<file path="src/rtl/cl_base_rx_pkg.sv">
package cl_base_rx_pkg;

   localparam int WORD_W = 28;

   // envelope events decoded from one registered input word
   typedef struct packed {
      logic accept;     // pixel qualified by all three envelopes
      logic fv_rise;
      logic fv_fall;
      logic lv_fall;
      logic lv_orphan;  // line envelope without frame envelope
   } cl_evt_t;

   function automatic bit bit_in_word(int pos);
      return (pos >= 0) && (pos < WORD_W);
   endfunction

endpackage

</file>
<file path="src/rtl/cl_base_rx_unpack.sv">
module cl_base_rx_unpack
   import cl_base_rx_pkg::*;
#(
   parameter int PIX_W   = 24,
   parameter int PIX_LSB = 0,
   parameter int LV_BIT  = 24,
   parameter int FV_BIT  = 25,
   parameter int DV_BIT  = 26,
   parameter bit IN_REG  = 1'b1
) (
   input  logic              clk,
   input  logic              rst_n,
   input  logic [WORD_W-1:0] word,
   output logic [PIX_W-1:0]  pix,
   output cl_evt_t           evt
);

   logic [WORD_W-1:0] w;
   logic fv, lv, dv;
   logic fv_d, lv_d;

   generate
      if (IN_REG) begin : g_in_reg
         always_ff @(posedge clk or negedge rst_n) begin
            if (!rst_n) w <= '0;
            else        w <= word;
         end
      end else begin : g_in_pass
         assign w = word;
      end
   endgenerate

   assign pix = w[PIX_LSB +: PIX_W];
   assign fv  = w[FV_BIT];
   assign lv  = w[LV_BIT];
   assign dv  = w[DV_BIT];

   always_ff @(posedge clk or negedge rst_n) begin
      if (!rst_n) begin
         fv_d <= 1'b0;
         lv_d <= 1'b0;
      end else begin
         fv_d <= fv;
         lv_d <= lv;
      end
   end

   always_comb begin
      evt.accept    = fv & lv & dv;
      evt.fv_rise   = fv & ~fv_d;
      evt.fv_fall   = ~fv & fv_d;
      evt.lv_fall   = ~lv & lv_d;
      evt.lv_orphan = lv & ~fv;
   end

endmodule

</file>
<file path="src/rtl/cl_base_rx_framer.sv">
module cl_base_rx_framer
   import cl_base_rx_pkg::*;
#(
   parameter int PIX_W = 24
) (
   input  logic             clk,
   input  logic             rst_n,
   input  cl_evt_t          evt,
   input  logic [PIX_W-1:0] pix,
   output logic [PIX_W-1:0] tdata,
   output logic             tvalid,
   output logic             tuser,
   output logic             tlast
);

   logic [PIX_W-1:0] hold_pix;
   logic             hold_vld;
   logic             hold_sof;
   logic             sof_pend;

   always_ff @(posedge clk or negedge rst_n) begin
      if (!rst_n) begin
         hold_pix <= '0;
         hold_vld <= 1'b0;
         hold_sof <= 1'b0;
         sof_pend <= 1'b0;
         tdata    <= '0;
         tvalid   <= 1'b0;
         tuser    <= 1'b0;
         tlast    <= 1'b0;
      end else begin
         tvalid <= 1'b0;
         tuser  <= 1'b0;
         tlast  <= 1'b0;
         if (evt.fv_rise) sof_pend <= 1'b1;
         if (evt.accept) begin
            // a new pixel proves the held one was not the line's last
            if (hold_vld) begin
               tvalid <= 1'b1;
               tdata  <= hold_pix;
               tuser  <= hold_sof;
            end
            hold_pix <= pix;
            hold_vld <= 1'b1;
            hold_sof <= sof_pend | evt.fv_rise;
            sof_pend <= 1'b0;
         end else if (evt.lv_fall && hold_vld) begin
            tvalid   <= 1'b1;
            tdata    <= hold_pix;
            tuser    <= hold_sof;
            tlast    <= 1'b1;
            hold_vld <= 1'b0;
         end
      end
   end

endmodule

</file>
<file path="src/rtl/cl_base_rx_counter.sv">
module cl_base_rx_counter
   import cl_base_rx_pkg::*;
#(
   parameter int CNT_W = 16
) (
   input  logic             clk,
   input  logic             rst_n,
   input  cl_evt_t          evt,
   output logic [CNT_W-1:0] line_pixels,
   output logic [CNT_W-1:0] frame_lines,
   output logic             err_len
);

   localparam logic [CNT_W-1:0] ONE = CNT_W'(1);

   logic [CNT_W-1:0] pix_cnt;
   logic [CNT_W-1:0] line_cnt;
   logic [CNT_W-1:0] prev_len;
   logic             have_prev;

   always_ff @(posedge clk or negedge rst_n) begin
      if (!rst_n) begin
         pix_cnt     <= '0;
         line_cnt    <= '0;
         prev_len    <= '0;
         have_prev   <= 1'b0;
         line_pixels <= '0;
         frame_lines <= '0;
         err_len     <= 1'b0;
      end else begin
         if (evt.accept) pix_cnt <= pix_cnt + ONE;
         if (evt.lv_fall) begin
            line_pixels <= pix_cnt;
            prev_len    <= pix_cnt;
            pix_cnt     <= '0;
            have_prev   <= 1'b1;
            line_cnt    <= line_cnt + ONE;
            if (have_prev && (pix_cnt != prev_len)) err_len <= 1'b1;
         end
         if (evt.fv_fall)
            frame_lines <= evt.lv_fall ? line_cnt + ONE : line_cnt;
         if (evt.fv_rise) begin
            line_cnt  <= '0;
            have_prev <= 1'b0;
            err_len   <= 1'b0;
         end
      end
   end

endmodule

</file>
<file path="src/rtl/cl_base_rx.sv">
module cl_base_rx
   import cl_base_rx_pkg::*;
#(
   parameter int PIX_W   = 24,
   parameter int PIX_LSB = 0,
   parameter int LV_BIT  = 24,
   parameter int FV_BIT  = 25,
   parameter int DV_BIT  = 26,
   parameter int CNT_W   = 16,
   parameter bit IN_REG  = 1'b1
) (
   input  logic              clk,
   input  logic              rst_n,
   input  logic [27:0]       cl_word,
   input  logic              m_tready,
   output logic [PIX_W-1:0]  m_tdata,
   output logic              m_tvalid,
   output logic              m_tuser,
   output logic              m_tlast,
   output logic [CNT_W-1:0]  line_pixels,
   output logic [CNT_W-1:0]  frame_lines,
   output logic              err_line_len,
   output logic              err_framing,
   output logic              err_overflow
);

   localparam int PIX_MSB = PIX_LSB + PIX_W - 1;

   generate
      if (PIX_W < 1 || PIX_W > 24) begin : g_bad_width
         $error("pixel width must be 1 to 24");
      end
      if (!bit_in_word(PIX_LSB) || !bit_in_word(PIX_MSB)) begin : g_bad_pix
         $error("pixel field outside the input word");
      end
      if (!bit_in_word(FV_BIT) || !bit_in_word(LV_BIT) || !bit_in_word(DV_BIT)) begin : g_bad_sync
         $error("qualifier bit outside the input word");
      end
      if (FV_BIT == LV_BIT || FV_BIT == DV_BIT || LV_BIT == DV_BIT) begin : g_dup_sync
         $error("qualifier bits must differ");
      end
      if ((FV_BIT >= PIX_LSB && FV_BIT <= PIX_MSB) ||
          (LV_BIT >= PIX_LSB && LV_BIT <= PIX_MSB) ||
          (DV_BIT >= PIX_LSB && DV_BIT <= PIX_MSB)) begin : g_overlap
         $error("qualifier bit overlaps pixel field");
      end
      if (CNT_W < 2) begin : g_bad_cnt
         $error("counter width too small");
      end
   endgenerate

   cl_evt_t          evt;
   logic [PIX_W-1:0] pix;

   cl_base_rx_unpack #(
      .PIX_W(PIX_W), .PIX_LSB(PIX_LSB), .LV_BIT(LV_BIT),
      .FV_BIT(FV_BIT), .DV_BIT(DV_BIT), .IN_REG(IN_REG)
   ) u_unpack (
      .clk(clk), .rst_n(rst_n), .word(cl_word), .pix(pix), .evt(evt)
   );

   cl_base_rx_framer #(.PIX_W(PIX_W)) u_framer (
      .clk(clk), .rst_n(rst_n), .evt(evt), .pix(pix),
      .tdata(m_tdata), .tvalid(m_tvalid), .tuser(m_tuser), .tlast(m_tlast)
   );

   cl_base_rx_counter #(.CNT_W(CNT_W)) u_counter (
      .clk(clk), .rst_n(rst_n), .evt(evt),
      .line_pixels(line_pixels), .frame_lines(frame_lines), .err_len(err_line_len)
   );

   always_ff @(posedge clk or negedge rst_n) begin
      if (!rst_n) begin
         err_framing  <= 1'b0;
         err_overflow <= 1'b0;
      end else begin
         if (evt.lv_orphan) err_framing <= 1'b1;
         if (m_tvalid && !m_tready) err_overflow <= 1'b1;
      end
   end

endmodule

</file>
<file path="config.mk">
export PLATFORM = sky130hd
export DESIGN_NAME = cl_base_rx
export DESIGN_NICKNAME = d
export VERILOG_FILES = /design/src/rtl/cl_base_rx_pkg.sv /design/src/rtl/cl_base_rx_unpack.sv /design/src/rtl/cl_base_rx_framer.sv /design/src/rtl/cl_base_rx_counter.sv /design/src/rtl/cl_base_rx.sv
export SDC_FILE = /design/constraint.sdc
export NUM_CORES = 1
export LEC_CHECK = 0
export BUFFER_PORTS_ARGS = -buffer_cell sky130_fd_sc_hd__buf_2
export CORE_MARGIN = 3
export CORE_UTILIZATION = 35
export DETAILED_ROUTE_END_ITERATION = 7
export GPL_ROUTABILITY_DRIVEN = 0
export PLACE_DENSITY = 0.61
export SLEW_MARGIN = 25
export SYNTH_ARGS = -nofsm -noshare
export SYNTH_HDL_FRONTEND = slang
export SYNTH_SLANG_ARGS = --single-unit
</file>
<file path="constraint.sdc">
create_clock -name clk -period 2.9 [get_ports clk]
set_input_delay 0.58 -clock clk [delete_from_list [all_inputs] [get_ports clk]]
set_output_delay 0.58 -clock clk [all_outputs]
set_load 0.01 [all_outputs]
</file>
==> impl_results.md, run 1 <==
- Total CTS buffers: 17
- Post-CTS resize count: 0
- CTS Buffer Depth: 2
- Clock Skew: 0.00451 ns
- Post-Place Setup Slack: 1.03 ns
- Count of pins over their slew limit: 0
- Crit path capture type: flop
- H-tree Lvls: 4
- Combinational power share: 11.6%
- Starting Density: 36.2%
- Core box area: 16100 um2
- Buffers added on ports: 91
- Root buffer cell: clkbuf_16
- Lkg Pwr: 3.59 nW
- Drt pass-1 iters: 4
- First-pass GRT wire length: 20500 um
- Final nets: 648
- Area delta synth->final: 23.0%
- Post-Syn Area: 5830 um2
- CP required: 3.20 ns
- Clock sink count: 151
- CP arrival: 2.19 ns
- Pwr Density: 753 nW/um2
- Vias/cell: 4.57
- Cell count after synthesis: 520
- # Max-Cap Violations: 0
- Wirelength, routed: 11800 um
- Post-DP HPWL: 8020 um
- Commonest non-fill, non-tap cells in the layout: dfrtp_1, nand2_1, buf_2, nor2_1
- Final TNS setup: 0 ns
- Final setup fails: 0
- Post-route DRC: 0
- Power, Total: 5.40 mW
- Antenna-violating nets left: 0
- Yosys top cell by area: dfrtp_1
- Top Ports: 93
- Unrepaired setup endpoints after global routing: false
- Hold_buf cts: 0
- Unique cell type count in the Yosys netlist: 36
- Share of cells above drive strength 1: 26.4%
- EDFF count, synth: 0
- Net Sw Power: 1.34 mW
- Via count: 3862
- Power share of the clock group: 42.2%
- Slew margin rel.: 36.5%
- Seq pwr share: 46.2%
- GRT Util Overall: 14.3%
- Die ar.: 18200 um2
- HP Class: primary input to asynchronous set/reset pin
- Placed insts: 812
- Initial antenna violation count: 0
- Post-CTS Setup Bufs: 0
- Critical path launch point type: flop
- Post-synthesis async set-or-reset flop share: 100%
- Worst setup margin: 1.01 ns
- Initial drt markers: 181
- Most common cell after layout, fill and taps aside: dfrtp_1
- Clk slew on worst S/H paths: 0.06 ns
- Outcome: complete, no violations
- YS warnings: 0
- Prevailing post-synth register cell: dfrtp_1
- Vias in the first global route: 4082
- Rows: 46
- Critical Path Fanout Max: 7
- VDD IR max: 0.495 mV
- Die height: 135 um
- Max Freq: 0.529 GHz
- TritonCTS clock tree: done
- Final non-filler cell total: 845
- Die Width: 135 um
- Final period util: 65.2%
- Top cell type's share of synthesized area: 64.8%
- Seq cells post-synth: 151
- Sw Ratio: 24.9%
- Grt total ovfl: 0
- Post-synthesis area per instance: 11.2 um2
- Worst Setup Path Type: flop to flop
- Dominant cells by area after synthesis: dfrtp_1, nand2_1, mux2_2, xnor2_1, nor2_1
- Layout fillers: 1567
- Routed WL per cell: 14.0 um
- Worst-margin pin slew: 0.952 ns
- Mapped Nets: 553
- Worst-Skew Late Latency: 0.41 ns
- Final hold violation count: 0
- Post-synthesis sequential area ratio: 64.8%
- Min Tclk post-route: 1.89 ns
- Power Internal: 4.05 mW
- Largest net degree at the start of global routing: 62
==> registers in the layout (all words and copies together), names as in the netlist, 16 cells and up <==
name,cells
u_counter.pix_cnt,16
u_framer.hold_pix,24
u_framer.tdata,24
u_counter.line_cnt,16
u_unpack.w,27
u_counter.prev_len,16
u_counter.frame_lines,16
==> power groups by stage <==
stage	clock, mW	combinational (mW)	sequential, mW
3_5_place_dp	0	0.641	2.53
5_1_grt	2.44	0.705	2.53
6_report	2.28	0.625	2.49
3_3_place_gp	0	0.628	2.52
4_1_cts	2.33	0.645	2.50
2_1_floorplan	0	0.260	2.58
==> worst max-delay path: stages, from the launching register on <==
cell	delay [ns]
dfrtp_1	0.45
ha_1	0.21
nand4_1	0.26
nor4_2	0.50
a21oi_1	0.13
a31o_2	0.23
==> cell usage after synthesis (2+ instances only) <==
master    instances
a21oi_1           8
clkbuf_1         14
clkbuf_2          2
or4_4             2
xor2_1           11
buf_1             3
nor2b_1           2
nor3_1            4
dfrtp_1         151
mux2_2           24
mux2i_1           2
nand3_1          12
buf_2             4
inv_1             6
nand2b_1          3
ha_1              2
nor4_1            2
and4_1            2
nand4_2           2
nor2_1           33
or3_1             4
a31o_2            2
o21ai_0          22
nand4_1          13
xnor2_1          24
and4b_1           2
and2_1            3
and3_1            4
nand2_1         144
a31oi_1           6
a21o_1            2
==> routing by layer <==
layer	wire length, um	GRT usage (%)
met1	5320	18.6
met2	5510	22.0
met3	713	4.77
met4	255	5.94
met5	0	0
==> cell families (layout without fill, tap and decap cells) <==
group           count (synthesis)  after routing  share of synthesized area (%)
mux                            26             26                           4.98
fa+ha+maj                       2              2                          0.429
simple gates                  235            235                           18.3
compound gates                 42             42                           4.23
buf+inv                        29            137                           2.00
flops                         151            151                           64.8
other cells                     0              1                              0
xor+xnor                       35             35                           5.26
==> through the flow <==
| stage | hold slack (ns) | util (%) | area (um2) |
|---|---|---|---|
| 2_1_floorplan | 0.284 | - | 5830 |
| 3_3_place_gp | 0.420 | 40.6 | 6540 |
| 3_5_place_dp | 0.421 | 40.6 | 6540 |
| 4_1_cts | 0.144 | 44.4 | 7160 |
| 5_1_grt | 0.164 | 44.4 | 7160 |
| 6_report | 0.126 | 44.5 | 7160 |
==> cell type report <==
class,instances,area (um2),area share [%]
flip-flops and latches,151,3780,52.7
multi-input cells,340,1930,27.0
repair buffers,99,534,7.46
clock buffers,19,453,6.32
well taps,216,270,3.77
clock inverters,13,169,2.36
inverters,6,22.5,0.314
diodes,1,2.50,0.0349
==> path summary, 6_finish.rpt <==
check	start	endpoint	slack, ns	depth (start not counted)
worst max register to register	u_counter.pix_cnt[0]$_DFFE_PN0P_	u_counter.pix_cnt[12]$_DFFE_PN0P_	1.01	5
worst max-delay path	u_counter.pix_cnt[0]$_DFFE_PN0P_	u_counter.pix_cnt[12]$_DFFE_PN0P_	1.01	5
max in group asynchronous	rst_n	u_counter.line_cnt[14]$_DFF_PN0_	2.01	2
worst min register to register	u_unpack.w[8]$_DFF_PN0_	u_framer.hold_pix[8]$_DFFE_PN0P_	0.43	2
min in group clk	cl_word[21]	u_unpack.w[21]$_DFF_PN0_	0.27	1
worst min-delay path	rst_n	u_framer.tdata[10]$_DFFE_PN0P_	0.13	1
No activity file was read; power rests on OpenSTA's default activity.
==> run 2: changes to the inputs <==
==> constraint.sdc (replaced) <==
create_clock -name clk -period 1.83 [get_ports clk]
set_input_delay 0.366 -clock clk [delete_from_list [all_inputs] [get_ports clk]]
set_output_delay 0.366 -clock clk [all_outputs]
set_load 0.01 [all_outputs]
==> impl_results.md, run 2 (synthesis results as in run 1) <==
- Design area: 7250 um2 (+1.2%)
- Largest stage delay, worst path: 0.49 ns (about the same)
- Area after DPL: 6650 um2 (+1.7%)
- Top reg by flops: u_unpack.w
- Rows: 46 (unchanged)
- Sw Ratio: 24.9% (-0.051 points)
- Critical path, cell by cell: and4b_1, nand2_2, or4_4, a31oi_1
- Buf+Inv Stages, Crit Path: 0 (unchanged)
- Worst-Skew Late Latency: 0.42 ns (about the same)
- Total CTS buffers: 17 (unchanged)
- Power Internal: 6.35 mW (+57%)
- Power share of the clock group: 41.2% (-1.0 points)
- HP Class: primary input to flop
- Final hold violation count: 0 (unchanged)
- Outcome: complete, no violations
- Starting Density: 36.2% (unchanged)
- M1 GR Usage: 17.7% (-0.82 points)
- Clock sink count: 151 (unchanged)
- Fin Hold WS: 0.0508 ns (-0.0752 ns)
- Final non-filler cell total: 855 (+1.2%)
- # Max-Cap Violations: 0 (unchanged)
- Die Width: 135 um (unchanged)
- Sequential cell area: 3780 um2 (unchanged)
- TritonCTS clock tree: done
- Post-CTS resize count: 0 (unchanged)
- Power, Total: 8.45 mW (+57%)
- Core box area: 16100 um2 (unchanged)
- Commonest non-fill, non-tap cells in the layout: dfrtp_1, nand2_1, buf_2, nor2_1
- Drt pass-1 iters: 4 (unchanged)
- Combinational power share: 12.2% (+0.6 points)
- Critical path launch point type: flop
- Count of pins over their slew limit: 0 (unchanged)
- Slowest-stage cell, CP: or4_4
- Post-route DRC: 0 (unchanged)
- Initial antenna violation count: 1 (+1)
- Final Util: 45.0% (+0.54 points)
- Layer with the highest usage: met2
- Net Sw Power: 2.10 mW (+56%)
- Final setup fails: 0 (unchanged)
- Met3 usage: 5.59% (+0.82 points)
- VDD IR max: 0.821 mV (+66%)
- Slew margin rel.: 59.8% (+23 points)
- Vias/cell: 4.64 (+1.6%)
- Grt total ovfl: 0 (unchanged)
- GRT Util Overall: 14.4% (+0.15 points)
- Area of the multi-input gates: 1930 um2 (unchanged)
- Pwr Density: 1170 nW/um2 (+55%)
- Die ar.: 18200 um2 (unchanged)
- First-pass GRT wire length: 20800 um (+1.4%)
- Unrepaired setup endpoints after global routing: false
- Crit path capture type: flop
- Vias in the first global route: 4245 (+4.0%)
- Layout fillers: 1536 (-2.0%)
- Largest regs: u_unpack.w (27), u_framer.hold_pix (24), u_framer.tdata (24)
- Final nets: 659 (+1.7%)
- Via count: 3971 (+2.8%)
- Area delta synth->final: 24.5%
- Worst-margin pin slew: 0.601 ns (-0.351 ns)
- Clock Skew: 0.0103 ns (+0.00584 ns)
- Min Tclk post-route: 1.68 ns (-0.214 ns)
- Routed WL per cell: 14.0 um (+0.30%)
- Max Freq: 0.596 GHz (+13%)
- Clk slew on worst S/H paths: 0.06 ns (about the same)
- Seq pwr share: 46.6% (+0.4 points)
- Lkg Pwr: 3.63 nW (+1.2%)
- Die height: 135 um (unchanged)
- Final TNS setup: 0 ns (unchanged)
- Post-CTS Setup Bufs: 0 (unchanged)
- Largest register FFs: 27 (unchanged)
- Post-Place Setup Slack: 0.142 ns (-0.886 ns)
- Share of cells above drive strength 1: 27.1% (+0.68 points)
- Post-DP HPWL: 8200 um (+2.3%)
- Worst setup margin: 0.153 ns (-0.856 ns)
- Root buffer cell: clkbuf_16
- Critical Path Fanout Max: 7 (unchanged)
- H-tree Lvls: 4 (unchanged)
- CP arrival: 2.01 ns (-0.18 ns)
- Buffers added on ports: 91 (unchanged)
- Worst Setup Path Type: flop to flop
- Wirelength, routed: 12000 um (+1.5%)
- CP delay by family, top: simple AND/OR/NAND/NOR gates
- Final period util: 91.7% (+26 points)
- CTS Buffer Depth: 2 (unchanged)
- GR Util met2: 22.9% (+0.92 points)
- Largest net degree at the start of global routing: 46 (-26%)
- Most common cell after layout, fill and taps aside: dfrtp_1
- Initial drt markers: 175 (-3.3%)
- Placed insts: 822 (+1.2%)
- Antenna-violating nets left: 0 (unchanged)
- Top Ports: 93 (unchanged)
- CP required: 2.16 ns (-1.04 ns)
==> run 2: cell types whose count changed in the layout (fill, tap and decap cells not counted), sizes merged <==
cell | before | now
buf | 99 | 109
clkinvlp | 1 | 3
inv | 9 | 7
clkinv | 6 | 5
dlygate4sd3 | 0 | 1
==> run 2: path summary, 6_finish.rpt <==
path                       cells after the start  slack (ns)                startpoint                               endpoint
min in group asynchronous                      2        0.44                     rst_n                u_unpack.w[7]$_DFF_PN0_
hold / removal                                 1        0.05               cl_word[14]               u_unpack.w[14]$_DFF_PN0_
hold reg to reg                                2        0.44  u_unpack.w[13]$_DFF_PN0_      u_framer.hold_pix[13]$_DFFE_PN0P_
setup / recovery                               4        0.15  u_unpack.w[24]$_DFF_PN0_  u_counter.frame_lines[12]$_DFFE_PN0P_
setup reg to reg                               4        0.15  u_unpack.w[24]$_DFF_PN0_  u_counter.frame_lines[12]$_DFFE_PN0P_
max in group asynchronous                      3        0.81                     rst_n               err_overflow$_DFFE_PN0P_
==> run 2: layout make-up <==
cell class | count | share of cell area, %
flip-flops and latches | 151 | 52.1
multi-input cells | 340 | 26.7
repair buffers | 110 | 9.06
clock buffers | 19 | 5.97
well taps | 216 | 3.73
clock inverters | 12 | 2.12
inverters | 6 | 0.311
diodes | 1 | 0.0345
==> run 2: worst register-to-register path: cells and delay by family, from the launching register on <==
kind | cells | cell delay [ns]
and+or+nand+nor | 3 | 0.96
AOI/OAI and AO/OA | 1 | 0.18
DFF | 1 | 0.45
==> run 2: layer usage <==
layer | up-vias | wire [um]
met4 | 2 | 165
met1 | 1929 | 5270
met5 | - | 13
li1 | 1927 | -
met2 | 97 | 5670
met3 | 16 | 861
==> run 2: repair_timing <==
action                     4_1_cts  5_1_grt
hold buffers                     1        0
hold endpoints to repair        42        0
setup endpoints to repair        0        0
==> run 2: power by group through the flow <==
stage / registers (mW) / clock network [mW] / logic (mW)
2_1_floorplan: 4.09 / 0 / 0.412
3_3_place_gp: 3.98 / 0 / 1.03
3_5_place_dp: 3.99 / 0 / 1.06
4_1_cts: 3.94 / 3.56 / 1.07
5_1_grt: 3.99 / 3.73 / 1.17
6_report: 3.94 / 3.48 / 1.03
